## src/rtl/swb_pkg.sv

```systemverilog
package swb_pkg;
  typedef enum logic [1:0] {
    OP_RST = 2'd0,
    OP_WR0 = 2'd1,
    OP_WR1 = 2'd2,
    OP_RD  = 2'd3
  } swb_op_e;
endpackage

```

## src/rtl/swb_us_tick.sv

```systemverilog
module swb_us_tick #(
  parameter int DIV = 100
) (
  input  logic clk,
  input  logic rst,
  input  logic clr,
  output logic tick
);
  localparam int CW = (DIV > 1) ? $clog2(DIV) : 1;

  logic [CW-1:0] cnt_q;

  assign tick = (cnt_q == CW'(DIV - 1));

  always_ff @(posedge clk) begin
    if (rst || clr) cnt_q <= '0;
    else if (tick)  cnt_q <= '0;
    else            cnt_q <= cnt_q + 1'b1;
  end

  generate
    if (DIV > 1) begin : g_gap

      tick_gap_chk: assert property (@(posedge clk) disable iff (rst)
        tick |=> !tick);
    end
  endgenerate
endmodule

```

## src/rtl/swb_sync.sv

```systemverilog
module swb_sync #(
  parameter int STAGES = 2
) (
  input  logic clk,
  input  logic rst,
  input  logic d,
  output logic q
);
  logic [STAGES-1:0] sh_q;

  always_ff @(posedge clk) begin
    if (rst) sh_q <= '1;
    else     sh_q <= {sh_q[STAGES-2:0], d};
  end

  assign q = sh_q[STAGES-1];
endmodule

```

## src/rtl/swb_master.sv

```systemverilog
module swb_master
  import swb_pkg::*;
#(
  parameter int CLK_PER_US  = 100,
  parameter int T_RST_LOW   = 480,
  parameter int T_RST_HIGH  = 480,
  parameter int T_PRES_SMP  = 70,
  parameter int T_SLOT      = 65,
  parameter int T_REC       = 3,
  parameter int T_LOW_SHORT = 6,
  parameter int T_LOW_ZERO  = 60,
  parameter int T_RD_SMP    = 15,
  parameter int SYNC_STAGES = 2
) (
  input  logic clk,
  input  logic rst,
  input  logic cmd_reset,
  input  logic cmd_write,
  input  logic cmd_read,
  input  logic wr_bit,
  input  logic bus_in,
  output logic bus_pull_low,
  output logic busy,
  output logic done,
  output logic rd_bit,
  output logic presence
);
  localparam int T_MAX = T_RST_LOW + T_RST_HIGH;
  localparam int US_W  = $clog2(T_MAX + 1);

  logic          tick, bus_s, start;
  logic          busy_q, oe_q, done_q, rd_q, pres_q;
  logic [US_W-1:0] us_q, us_nxt;
  logic [US_W-1:0] low_len, smp_pt, end_pt;
  logic          smp_en;
  swb_op_e       op_q, start_op;

  swb_us_tick #(.DIV(CLK_PER_US)) i_tick (
    .clk(clk), .rst(rst), .clr(start), .tick(tick)
  );

  swb_sync #(.STAGES(SYNC_STAGES)) i_sync (
    .clk(clk), .rst(rst), .d(bus_in), .q(bus_s)
  );

  assign start = !busy_q && (cmd_reset || cmd_write || cmd_read);
  assign us_nxt = us_q + 1'b1;

  always_comb begin
    if (cmd_reset)      start_op = OP_RST;
    else if (cmd_write) start_op = wr_bit ? OP_WR1 : OP_WR0;
    else                start_op = OP_RD;
  end

  always_comb begin
    smp_en = 1'b0;
    smp_pt = US_W'(T_RD_SMP);
    end_pt = US_W'(T_SLOT + T_REC);
    case (op_q)
      OP_RST: begin
        low_len = US_W'(T_RST_LOW);
        smp_pt  = US_W'(T_RST_LOW + T_PRES_SMP);
        smp_en  = 1'b1;
        end_pt  = US_W'(T_MAX);
      end
      OP_WR0:  low_len = US_W'(T_LOW_ZERO);
      OP_WR1:  low_len = US_W'(T_LOW_SHORT);
      default: begin
        low_len = US_W'(T_LOW_SHORT);
        smp_en  = 1'b1;
      end
    endcase
  end

  always_ff @(posedge clk) begin
    if (rst) begin
      busy_q <= 1'b0;
      oe_q   <= 1'b0;
      done_q <= 1'b0;
      rd_q   <= 1'b0;
      pres_q <= 1'b0;
      us_q   <= '0;
      op_q   <= OP_RST;
    end else begin
      done_q <= 1'b0;
      if (!busy_q) begin
        if (start) begin
          busy_q <= 1'b1;
          oe_q   <= 1'b1;
          us_q   <= '0;
          op_q   <= start_op;
        end
      end else if (tick) begin
        us_q <= us_nxt;
        if (us_nxt == low_len) oe_q <= 1'b0;
        if (smp_en && us_nxt == smp_pt) begin
          if (op_q == OP_RD) rd_q   <= bus_s;
          else               pres_q <= !bus_s;
        end
        if (us_nxt == end_pt) begin
          busy_q <= 1'b0;
          done_q <= 1'b1;
        end
      end
    end
  end

  assign bus_pull_low = oe_q;
  assign busy         = busy_q;
  assign done         = done_q;
  assign rd_bit       = rd_q;
  assign presence     = pres_q;


  idle_release_chk: assert property (@(posedge clk) disable iff (rst)
    !busy_q |-> !oe_q);

  rd_hold_chk: assert property (@(posedge clk) disable iff (rst)
    !busy_q |=> $stable(rd_q));

  done_pulse_chk: assert property (@(posedge clk) disable iff (rst)
    done_q |=> !done_q);

  done_after_busy_chk: assert property (@(posedge clk) disable iff (rst)
    done_q |-> (!busy_q && $past(busy_q)));

  pull_start_chk: assert property (@(posedge clk) disable iff (rst)
    $rose(oe_q) |-> $past(!busy_q));

  us_bound_chk: assert property (@(posedge clk) disable iff (rst)
    us_q <= US_W'(T_MAX));
endmodule

```

## config.mk

```make
export PLATFORM = sky130hd
export DESIGN_NAME = swb_master
export DESIGN_NICKNAME = d
export VERILOG_FILES = /design/src/rtl/swb_pkg.sv /design/src/rtl/swb_us_tick.sv /design/src/rtl/swb_sync.sv /design/src/rtl/swb_master.sv
export SDC_FILE = /design/constraint.sdc
export NUM_CORES = 1
export LEC_CHECK = 0
export BUFFER_PORTS_ARGS = -buffer_cell sky130_fd_sc_hd__buf_2
export CELL_PAD_IN_SITES_DETAIL_PLACEMENT = 0
export CELL_PAD_IN_SITES_GLOBAL_PLACEMENT = 1
export CORE_MARGIN = 4
export CORE_UTILIZATION = 45
export CTS_CLUSTER_SIZE = 25
export DETAILED_ROUTE_END_ITERATION = 7
export PLACE_DENSITY_LB_ADDON = 0.15
export REMOVE_ABC_BUFFERS = 1
export SYNTH_ARGS = -nofsm -noshare
export SYNTH_HDL_FRONTEND = slang
export SYNTH_HIERARCHICAL = 1
export SYNTH_SLANG_ARGS = --single-unit
export TNS_END_PERCENT = 10
```

## constraint.sdc

```tcl
create_clock -name clk -period 2.7 [get_ports clk]
set_input_delay 0.27 -clock clk [delete_from_list [all_inputs] [get_ports clk]]
set_output_delay 0.27 -clock clk [all_outputs]
set_load 0.1 [all_outputs]
```

### Word level (Yosys, flattened, before mapping)

Cells that the tools add are included.

| word-level totals | value |
|---|---|
| output and inout port bits | 5 |
| word-level logic and storage cells | 59 |
| input port bits | 7 |
| bits in registers | 26 |

| cells by class | value |
|---|---|
| equal/unequal tests | 9 |
| bitwise logic cells | 3 |
| mux-type cells | 19 |
| add/subtract/negate cells | 2 |
| reductions and logical operators | 17 |

Operators with widths:

| cell | number |
|---|---|
| 2-to-1 mux 10 bit | 5 |
| equality test 10 bit | 3 |
| case mux 9 bit (2 select lines) | 1 |
| adder 10 x 1 -> 10 bit, second input constant | 1 |
| 2-to-1 mux 1 bit | 10 |
| AND reduction 4 bit | 2 |
| adder 7 x 1 -> 7 bit, second input constant | 1 |
| equality test 7 bit, second input constant | 1 |
| 2-to-1 mux 2 bit | 3 |
| equality test 2 bit, second input constant | 2 |
| != test 2 x 1 -> 1 bit, second input constant | 2 |
| AND reduction 2 bit | 2 |
| OR reduction 2 bit | 2 |
| logical OR 1 bit | 3 |
| NOT 1 bit | 3 |
| AND reduction 3 bit | 1 |
| OR reduction 3 bit | 1 |
| equality test 2 x 1 -> 1 bit, second input constant | 1 |
| logical AND 1 bit | 2 |
| logical NOT 1 bit | 2 |
| logical NOT 2 bit | 1 |
| nonzero test 2 bit | 1 |

### Logic depth before layout (Yosys ltp)

Gate-level depths: netlist of the first run.

| depth | value |
|---|---|
| depth in word-level cells | 6 |
| mapped depth | 8 |
| mapped depth without buffers | 8 |

### Modules after synthesis

The synthesis of the first run kept the hierarchy.

By module, submodules not included:

| module | area an instance (um^2) | cells each | instances |
|---|---|---|---|
| swb_master | 1355.0 | 173 | 1 |
| swb_us_tick | 307.8 | 34 | 1 |
| swb_sync | 52.6 | 4 | 1 |

### Worst setup path after synthesis of the first run

No wires, ideal clock.

| timing path | value |
|---|---|
| path kind | register to register |
| start | register busy_q, in the netlist busy |
| end | register pres_q, in the netlist presence |
| data required time | 2.577 ns |
| period minus slack after synthesis | 2.416 ns |
| cell stages (with the launch flop) | 6 |
| setup time | 0.123 ns |
| path slack | 0.284 ns |
| arrival | 2.293 ns |
| cell sequence | dfxtp_1 nand2_1 nor4_1 o21ai_0 a2111oi_2 mux2_1 |

| between the ends | value |
|---|---|
| longest elaborated chain between the ends | 1 |

RTL lines:

| what | line | source |
|---|---|---|
| start, declared | swb_master.sv:32 | `logic busy_q, oe_q, done_q, rd_q, pres_q;` |
| start signal, assigned | swb_master.sv:77 | `busy_q <= 1'b0;` |
| start signal, assigned | swb_master.sv:88 | `busy_q <= 1'b1;` |
| start signal, assigned | swb_master.sv:101 | `busy_q <= 1'b0;` |
| AND reduction 4 bit (no source line) | -- |  |
| end signal, assigned | swb_master.sv:98 | `else pres_q <= !bus_s;` |
| end, declared | swb_master.sv:32 |  |

No other way between the ends.
A chain may end at the register's enable or synchronous reset.

### Final worst setup path of the first run

| timing path | value |
|---|---|
| start | register us_q[2] |
| end | register pres_q, in the netlist presence |

| between the ends | value |
|---|---|
| longest elaborated chain between the ends | 4 |

RTL lines:

| what | line | source |
|---|---|---|
| start, declared | swb_master.sv:33 | `logic [US_W-1:0] us_q, us_nxt;` |
| start signal, assigned | swb_master.sv:94 | `us_q <= us_nxt;` |
| adder 10 x 1 -> 10 bit | swb_master.sv:47 | `assign us_nxt = us_q + 1'b1;` |
| equality test 10 bit | swb_master.sv:96 | `if (smp_en && us_nxt == smp_pt) begin` |
| logical AND 1 bit | swb_master.sv:96 |  |
| AND reduction 4 bit (no source line) | -- |  |

No other way between the ends.

==> out/qor.csv, run 1 <==
stage;metric;value;unit
run_status;status;completed;
critical_path;end_kind;register;
layout;regArea;520.5;um2
power_and_ir_drop;p_leak;0.6646;nW
route;dr.pass1.iters;4;
critical_path;startpoint;us_q[2];
global_route;grt_usage;18.03;%
placement;hpwl;3.171;mm
layout;layout.cells.non_filler;271;
die;initial_core_util;46.86;%
route;routed_wl;4.268;mm
die;fp.dieH;69.74;um
cts;htreeDepth;1;
sta;drv_slew;0;
sta;fin_crit;2.467;ns
synth;ys_async_sr_fraction;0;%
route;routedWlPerCell;15.75;um
layout;nFillCells;351;
layout;final_core_util;51.57;%
worst_hold_path;min_path_type;in -> reg;
critical_path;reg2reg_from;us_q[2];
synth;synth_area;0.001715;mm2
layout;drive_gt1_share;16.14;%
synth;postSynthCellCount;211;
critical_path;start_kind;register;
global_route;grt_pass1_vias;1462;
sta;maxSlewHeadroom;61.49;%
synth;synth-seq-area-share;30.34;%
placement;numPortBuffers;11;
die;die_area;0.004864;mm2
sta;finClkSkew;0.001858;ns
sta;fin_tns_setup;0;ns
critical_path;critPathRequiredTime;2.87;ns
power_and_ir_drop;vdd_drop_max;275.8;uV
route;via_per_inst;5.945;
route;first_iter_violations;129;
critical_path;reg2reg_slack;0.23;ns
critical_path;r2r-end;presence;
route;drc_errors;0;
synth;yosysMostFrequentCell;dfxtp_1;
layout;multi_input_area;0.001092;mm2
synth;synth_edf_count;0;
power_and_ir_drop;swShare;25.56;%
die;std_cell_rows;22;
placement;place_congestion;0.8410;
layout;antenna_cells;0;
synth;yosysWarnings;6;
power_and_ir_drop;pwr_density_cell;387.5;mW/mm2
power_and_ir_drop;switching_power;0.0001870;W
job;max_cap_viol_count;0;
synth;yosys-top-cells-area;dfxtp_1 30%, a21oi_1 5.3%, ha_1 5.1%, o21ai_0 4.7%, nor2_1 3.9%;
worst_hold_path;hold_depth;2;
critical_path;path_class;reg -> reg;
critical_path;critical_path.max_fanout;15;
global_route;grt_overflow;0;
synth;synth_top_area_cell;dfxtp_1;
cts;cts_resized;0;
cts;clockBufferDepth;2;
synth;synth_ff_type;dfxtp_1;
sta;hold_violations;0;
synth;ys_seq_elements;26;
sta;rsz0062_at_grt;no;
sta;tightest_slew;0.5723;ns
die;core_region_area;0.003661;mm2
cts;cts_num_sinks;26;
cts;insertion_delay;0.28;ns
route;num_vias;1611;
sta;setup_violations;0;
power_and_ir_drop;clkPwrFrac;35.0;%
route;ant_nets;0;
placement;dp.cells;267;
power_and_ir_drop;p_int;0.0005447;W
power_and_ir_drop;seq_power_share;54.2;%
critical_path;crit_end;presence;
cts;cts_buffers;3;
power_and_ir_drop;combPwrFrac;10.8;%
cts;hold_buffers;0;
global_route;antenna_found_initial;0;
global_route;grt_pass1_wl;7.210;mm
layout;nNetsFinal;238;
synth;ys_types;58;
layout;syn2layout_area_growth;10.07;%
critical_path;cp.arrival;2.64;ns
cts;cts_tree;built;
die;die_w;69.74;um
global_route;grt_max_degree;18;
cts;root_buffer;clkbuf_8;
cts;path_clk_slew;0.09;ns
sta;period_share;91.35;%
synth;synth_common_cells;26 x dfxtp_1, 18 x a21oi_1, 18 x nor2_1;
die;io_pins;12;
critical_path;r2r_cells;5;
cts;cts_setup_buffers;0;
synth;synth_top_area_share;30.34;%
sta;max_clock_freq;0.4054;GHz
synth;avgSynthCellArea;8.130;um2
==> worst min-delay path by stage <==
stage / startpoint / slack, ns / end
2_1_floorplan: rst / 0.34 / us_q[1]
3_3_place_gp: i_sync/sh_q[0] / 0.39 / i_sync/sh_q[1]
3_5_place_dp: i_sync/sh_q[0] / 0.39 / i_sync/sh_q[1]
4_1_cts: bus_in / 0.16 / i_sync/sh_q[0]
5_1_grt: bus_in / 0.17 / i_sync/sh_q[0]
6_report: bus_in / 0.17 / i_sync/sh_q[0]
==> metrics by stage <==
stage / area [um2] / setup WS (ns) / hold slack, ns / total power [W]
global route: 1888 / 0.05298 / 0.1723 / 0.0007691
global placement: 1831 / 0.3161 / 0.3850 / 0.0004829
detailed placement: 1831 / 0.2617 / 0.3914 / 0.0004839
CTS: 1886 / 0.2253 / 0.1632 / 0.0007399
finish: 1888 / 0.2335 / 0.1695 / 0.0007317
floorplan: 1640 / 0.03408 / 0.3391 / 0.0004593
==> routing by layer <==
| layer | share of wire, % | track usage [%] | up-vias | wire, um |
|---|---|---|---|---|
| li1 | - | - | 805 | - |
| met2 | 47 | 28.92 | 47 | 2015 |
| met1 | 46 | 24.62 | 753 | 1951 |
| met4 | 1.1 | 5.745 | 0 | 49 |
| met3 | 5.9 | 3.043 | 6 | 251 |
| met5 | 0 | 0 | - | 0 |
==> placed cells by master, fill, tap and decap left out, drive strengths merged, types with 5 or more instances in the layout <==
cell type,synthesis,final
nand2,13,13
o21ai,17,17
ha,7,7
a21oi,18,18
a31oi,5,5
or3,6,6
nand4,5,5
nor4,6,6
buf,4,21
nand3,9,9
inv,7,7
nor2,18,18
dfxtp,26,26
==> power by group through the flow <==
stage | Combinational (W) | Clock, W | Sequential, W
global route | 0.0000865 | 0.000284 | 0.000398
detailed placement | 0.0000783 | 0 | 0.000406
finish | 0.0000788 | 0.000256 | 0.000397
CTS | 0.0000788 | 0.000264 | 0.000397
global placement | 0.0000776 | 0 | 0.000405
floorplan | 0.0000392 | 0 | 0.000420
==> registers in the layout (all words and copies together), names as in the netlist <==
signal        cells
us_q             10
i_tick/cnt_q      7
i_sync/sh_q       2
op_q              2
bus_pull_low      1
busy              1
done              1
presence          1
rd_bit            1
==> cells by family (layout without fill, tap and decap cells) <==
kind of cell / Yosys count / in the layout / share of synthesized area [%]
AND/OR/NAND/NOR: 87 / 87 / 29.76
buffers and inverters: 21 / 33 / 6.127
adder cells (fa/ha/maj): 7 / 7 / 5.106
multiplexers: 2 / 2 / 1.240
XOR/XNOR: 8 / 8 / 4.887
flip-flops: 26 / 26 / 30.34
AO/OA/AOI/OAI: 60 / 60 / 22.54
==> worst max-delay path, cell delays in order, from the launching register on <==
cell and delay (ns):
dfxtp_1 0.62, nand4_1 0.19, or4_4 0.46, a221o_1 0.37
a2111oi_2 0.38, mux2_1 0.35
==> final cells by class <==
type                            count  area share (%)
Clock buffer                        4           2.916
Inverter                            8           1.590
Multi-Input combinational cell    164           57.85
Sequential cell                    26           27.57
Tap cell                           48           3.181
Timing Repair Buffer               21           6.892
No activity file was read; power rests on OpenSTA's default activity.
==> inputs of run 2 (changes only) <==
--- a/config.mk
+++ b/config.mk
@@ -5,13 +5,15 @@
 export SDC_FILE = /design/constraint.sdc
 export NUM_CORES = 1
 export LEC_CHECK = 0
+export ABC_CLOCK_PERIOD_IN_PS = 2000
 export BUFFER_PORTS_ARGS = -buffer_cell sky130_fd_sc_hd__buf_2
 export CELL_PAD_IN_SITES_DETAIL_PLACEMENT = 0
 export CELL_PAD_IN_SITES_GLOBAL_PLACEMENT = 1
 export CORE_MARGIN = 4
-export CORE_UTILIZATION = 45
+export CORE_UTILIZATION = 40
 export CTS_CLUSTER_SIZE = 25
 export DETAILED_ROUTE_END_ITERATION = 7
+export GPL_TIMING_DRIVEN = 1
 export PLACE_DENSITY_LB_ADDON = 0.15
 export REMOVE_ABC_BUFFERS = 1
 export SYNTH_ARGS = -nofsm -noshare
==> constraint.sdc (replaced) <==
create_clock -name clk -period 2 [get_ports clk]
set_input_delay 0.2 -clock clk [delete_from_list [all_inputs] [get_ports clk]]
set_output_delay 0.2 -clock clk [all_outputs]
set_load 0.1 [all_outputs]
==> out/qor.csv, run 2 (synthesis results as in run 1) <==
stage;metric;value;unit;change
layout;largest-register;us_q;;
sta;period_share;107.5;%;+16 points
placement;hpwl;3.891;mm;+23%
die;core_region_area;0.004086;mm2;+12%
critical_path;end_kind;register;;
die;std_cell_rows;23;;+4.5%
sta;max_clock_freq;0.4653;GHz;+15%
layout;top_regs;us_q (10), i_tick/cnt_q (7);;
job;max_cap_viol_count;0;;unchanged
global_route;grt_pass1_wl;8.507;mm;+18%
worst_hold_path;hold_depth;2;;unchanged
worst_hold_path;min_path_type;in -> reg;;
layout;syn2layout_area_growth;33.99;%;
cts;insertion_delay;0.28;ns;about the same
cts;cts_tree;built;;
layout;regArea;534.3;um2;+2.6%
route;routedWlPerCell;16.22;um;+3.0%
die;io_pins;12;;unchanged
route;drc_errors;0;;unchanged
cts;hold_buffers;0;;unchanged
sta;finClkSkew;0.006281;ns;+0.004423 ns
route;num_vias;1808;;+12%
layout;antenna_cells;0;;unchanged
power_and_ir_drop;p_leak;0.8853;nW;+33%
cts;cts_setup_buffers;0;;unchanged
sta;rsz0062_at_grt;yes;;
critical_path;r2r_cells;5;;unchanged
critical_path;startpoint;us_q[1];;
cts;htreeDepth;1;;unchanged
critical_path;cp.arrival;2.33;ns;-0.31 ns
power_and_ir_drop;vdd_drop_max;366.7;uV;+33%
critical_path;critPathRequiredTime;2.18;ns;-0.69 ns
layout;drive_gt1_share;36.23;%;+20 points
cts;clockBufferDepth;2;;unchanged
layout;nFillCells;382;;+8.8%
critical_path;start_kind;register;;
sta;hold_violations;0;;unchanged
critical_path;reg2reg_from;us_q[1];;
sta;tightest_slew;0.4901;ns;-0.08224 ns
power_and_ir_drop;seq_power_share;51.8;%;-2.4 points
run_status;failed_checks;setup timing;;
critical_path;cp_num_buf_inv;0;;unchanged
die;initial_core_util;41.98;%;-4.9 points
power_and_ir_drop;switching_power;0.0002704;W;+45%
sta;holdWs;0.09779;ns;-0.07171 ns
route;ant_nets;0;;unchanged
global_route;grt_usage;20.29;%;+2.3 points
route;dr.pass1.iters;4;;unchanged
placement;numPortBuffers;11;;unchanged
global_route;grt_pass1_vias;1810;;+24%
global_route;antenna_found_initial;0;;unchanged
cts;cts_buffers;3;;unchanged
power_and_ir_drop;swShare;26.49;%;+0.93 points
cts;root_buffer;clkbuf_8;;
route;routed_wl;5.110;mm;+20%
critical_path;worstSetupPathDepth;5;;unchanged
power_and_ir_drop;clkPwrFrac;34.6;%;-0.4 points
global_route;grt_overflow;0;;unchanged
sta;maxSlewHeadroom;67.18;%;+5.7 points
critical_path;critical_path.max_fanout;6;;-9
power_and_ir_drop;combPwrFrac;13.6;%;+2.8 points
die;die_w;73.49;um;+5.4%
critical_path;path_cells;nand4_1, or4_4, a221o_1, a2111oi_4, mux2_4;;
sta;fin_crit;2.149;ns;-0.3175 ns
power_and_ir_drop;pwr_density_cell;444.2;mW/mm2;+15%
global_route;grt_max_degree;18;;unchanged
placement;dp.cells;311;;+16%
power_and_ir_drop;p_int;0.0007505;W;+38%
layout;largest_register_ffs;10;;unchanged
critical_path;slowest_stage;or4_4;;
placement;place_congestion;0.8582;;+2.0%
layout;layout.cells.non_filler;315;;+16%
layout;final_common_cell;buf_4;;
worst_hold_path;hold_start;bus_in;;
critical_path;worst_path_largest_cell_delay;0.45;ns;-0.17 ns
sta;drv_slew;0;;unchanged
cts;cts_num_sinks;26;;unchanged
die;fp.dieH;73.49;um;+5.4%
route;via_per_inst;5.740;;-3.4%
route;first_iter_violations;88;;-32%
layout;nNetsFinal;280;;+18%
layout;multi_input_area;0.001171;mm2;+7.2%
critical_path;path_class;reg -> reg;;
critical_path;crit_family;compound AO/OA/AOI/OAI gates;;
layout;layout_common_cells;52 x buf_4, 19 x dfxtp_1, 17 x a21oi_1, 17 x nor2_1, 14 x o21ai_0;;
sta;setup_violations;2;;+2
run_status;status;finished, violations left;;
cts;path_clk_slew;0.10;ns;about the same
sta;setup_ws;-0.1491;ns;-0.3825 ns
die;die_area;0.005400;mm2;+11%
==> run 2: worst register-to-register path: cells and delay by family (launching register included) <==
| kind | cells | cell delay (ns) |
|---|---|---|
| simple gates | 2 | 0.60 |
| mux | 1 | 0.33 |
| compound gates | 2 | 0.74 |
| flops | 1 | 0.38 |
==> run 2: final timing paths <==
kind	to	slack (ns)
max	presence	-0.15
min reg2reg	i_sync/sh_q[1]	0.43
max reg2reg	presence	-0.15
min	i_sync/sh_q[0]	0.1
==> run 2: repair_timing <==
item	4_1_cts	5_1_grt
pin swaps	2	2
gates resized for setup	13	13
endpoints found under the setup margin	6	6
gates cloned	0	0
==> run 2: final cells by class <==
cell class	instances	share of cell area, %
Timing Repair Buffer	63	19.38
Inverter	8	1.306
Multi-Input combinational cell	164	50.95
Sequential cell	26	23.24
Clock buffer	4	2.395
Tap cell	50	2.722
==> run 2: per-stage QoR <==
stage           power, W  setup slack [ns]  setup TNS (ns)  util [%]  instance area, um2
6_report        0.001021           -0.1491         -0.1585     56.25                2298
5_1_grt         0.001068           -0.2225         -0.4190     56.25                2298
4_1_cts         0.001023           -0.1029         -0.2420     54.53                2228
3_5_place_dp   0.0006778           -0.2659         -0.8042     52.57                2148
3_3_place_gp   0.0006739           -0.2206         -0.5230     52.57                2148
2_1_floorplan  0.0006201           -0.6659          -1.768         -                1640
==> run 2: layer usage <==
metal  vias to the layer above  GRT usage [%]  wire length (um)
met3                         9          3.694               238
met4                         0          4.628                89
li1                        892              -                 -
met2                        51          35.04              2563
met5                         -              0                 0
met1                       856          26.06              2219
==> run 2: power groups by stage <==
stage | Clock (W) | Sequential (W) | Combinational (W)
after CTS | 0.000358 | 0.000529 | 0.000135
after detailed placement | 0 | 0.000544 | 0.000134
after global placement | 0 | 0.000544 | 0.000130
after floorplan | 0 | 0.000567 | 0.0000529
final | 0.000353 | 0.000529 | 0.000139
after global routing | 0.000385 | 0.000531 | 0.000153
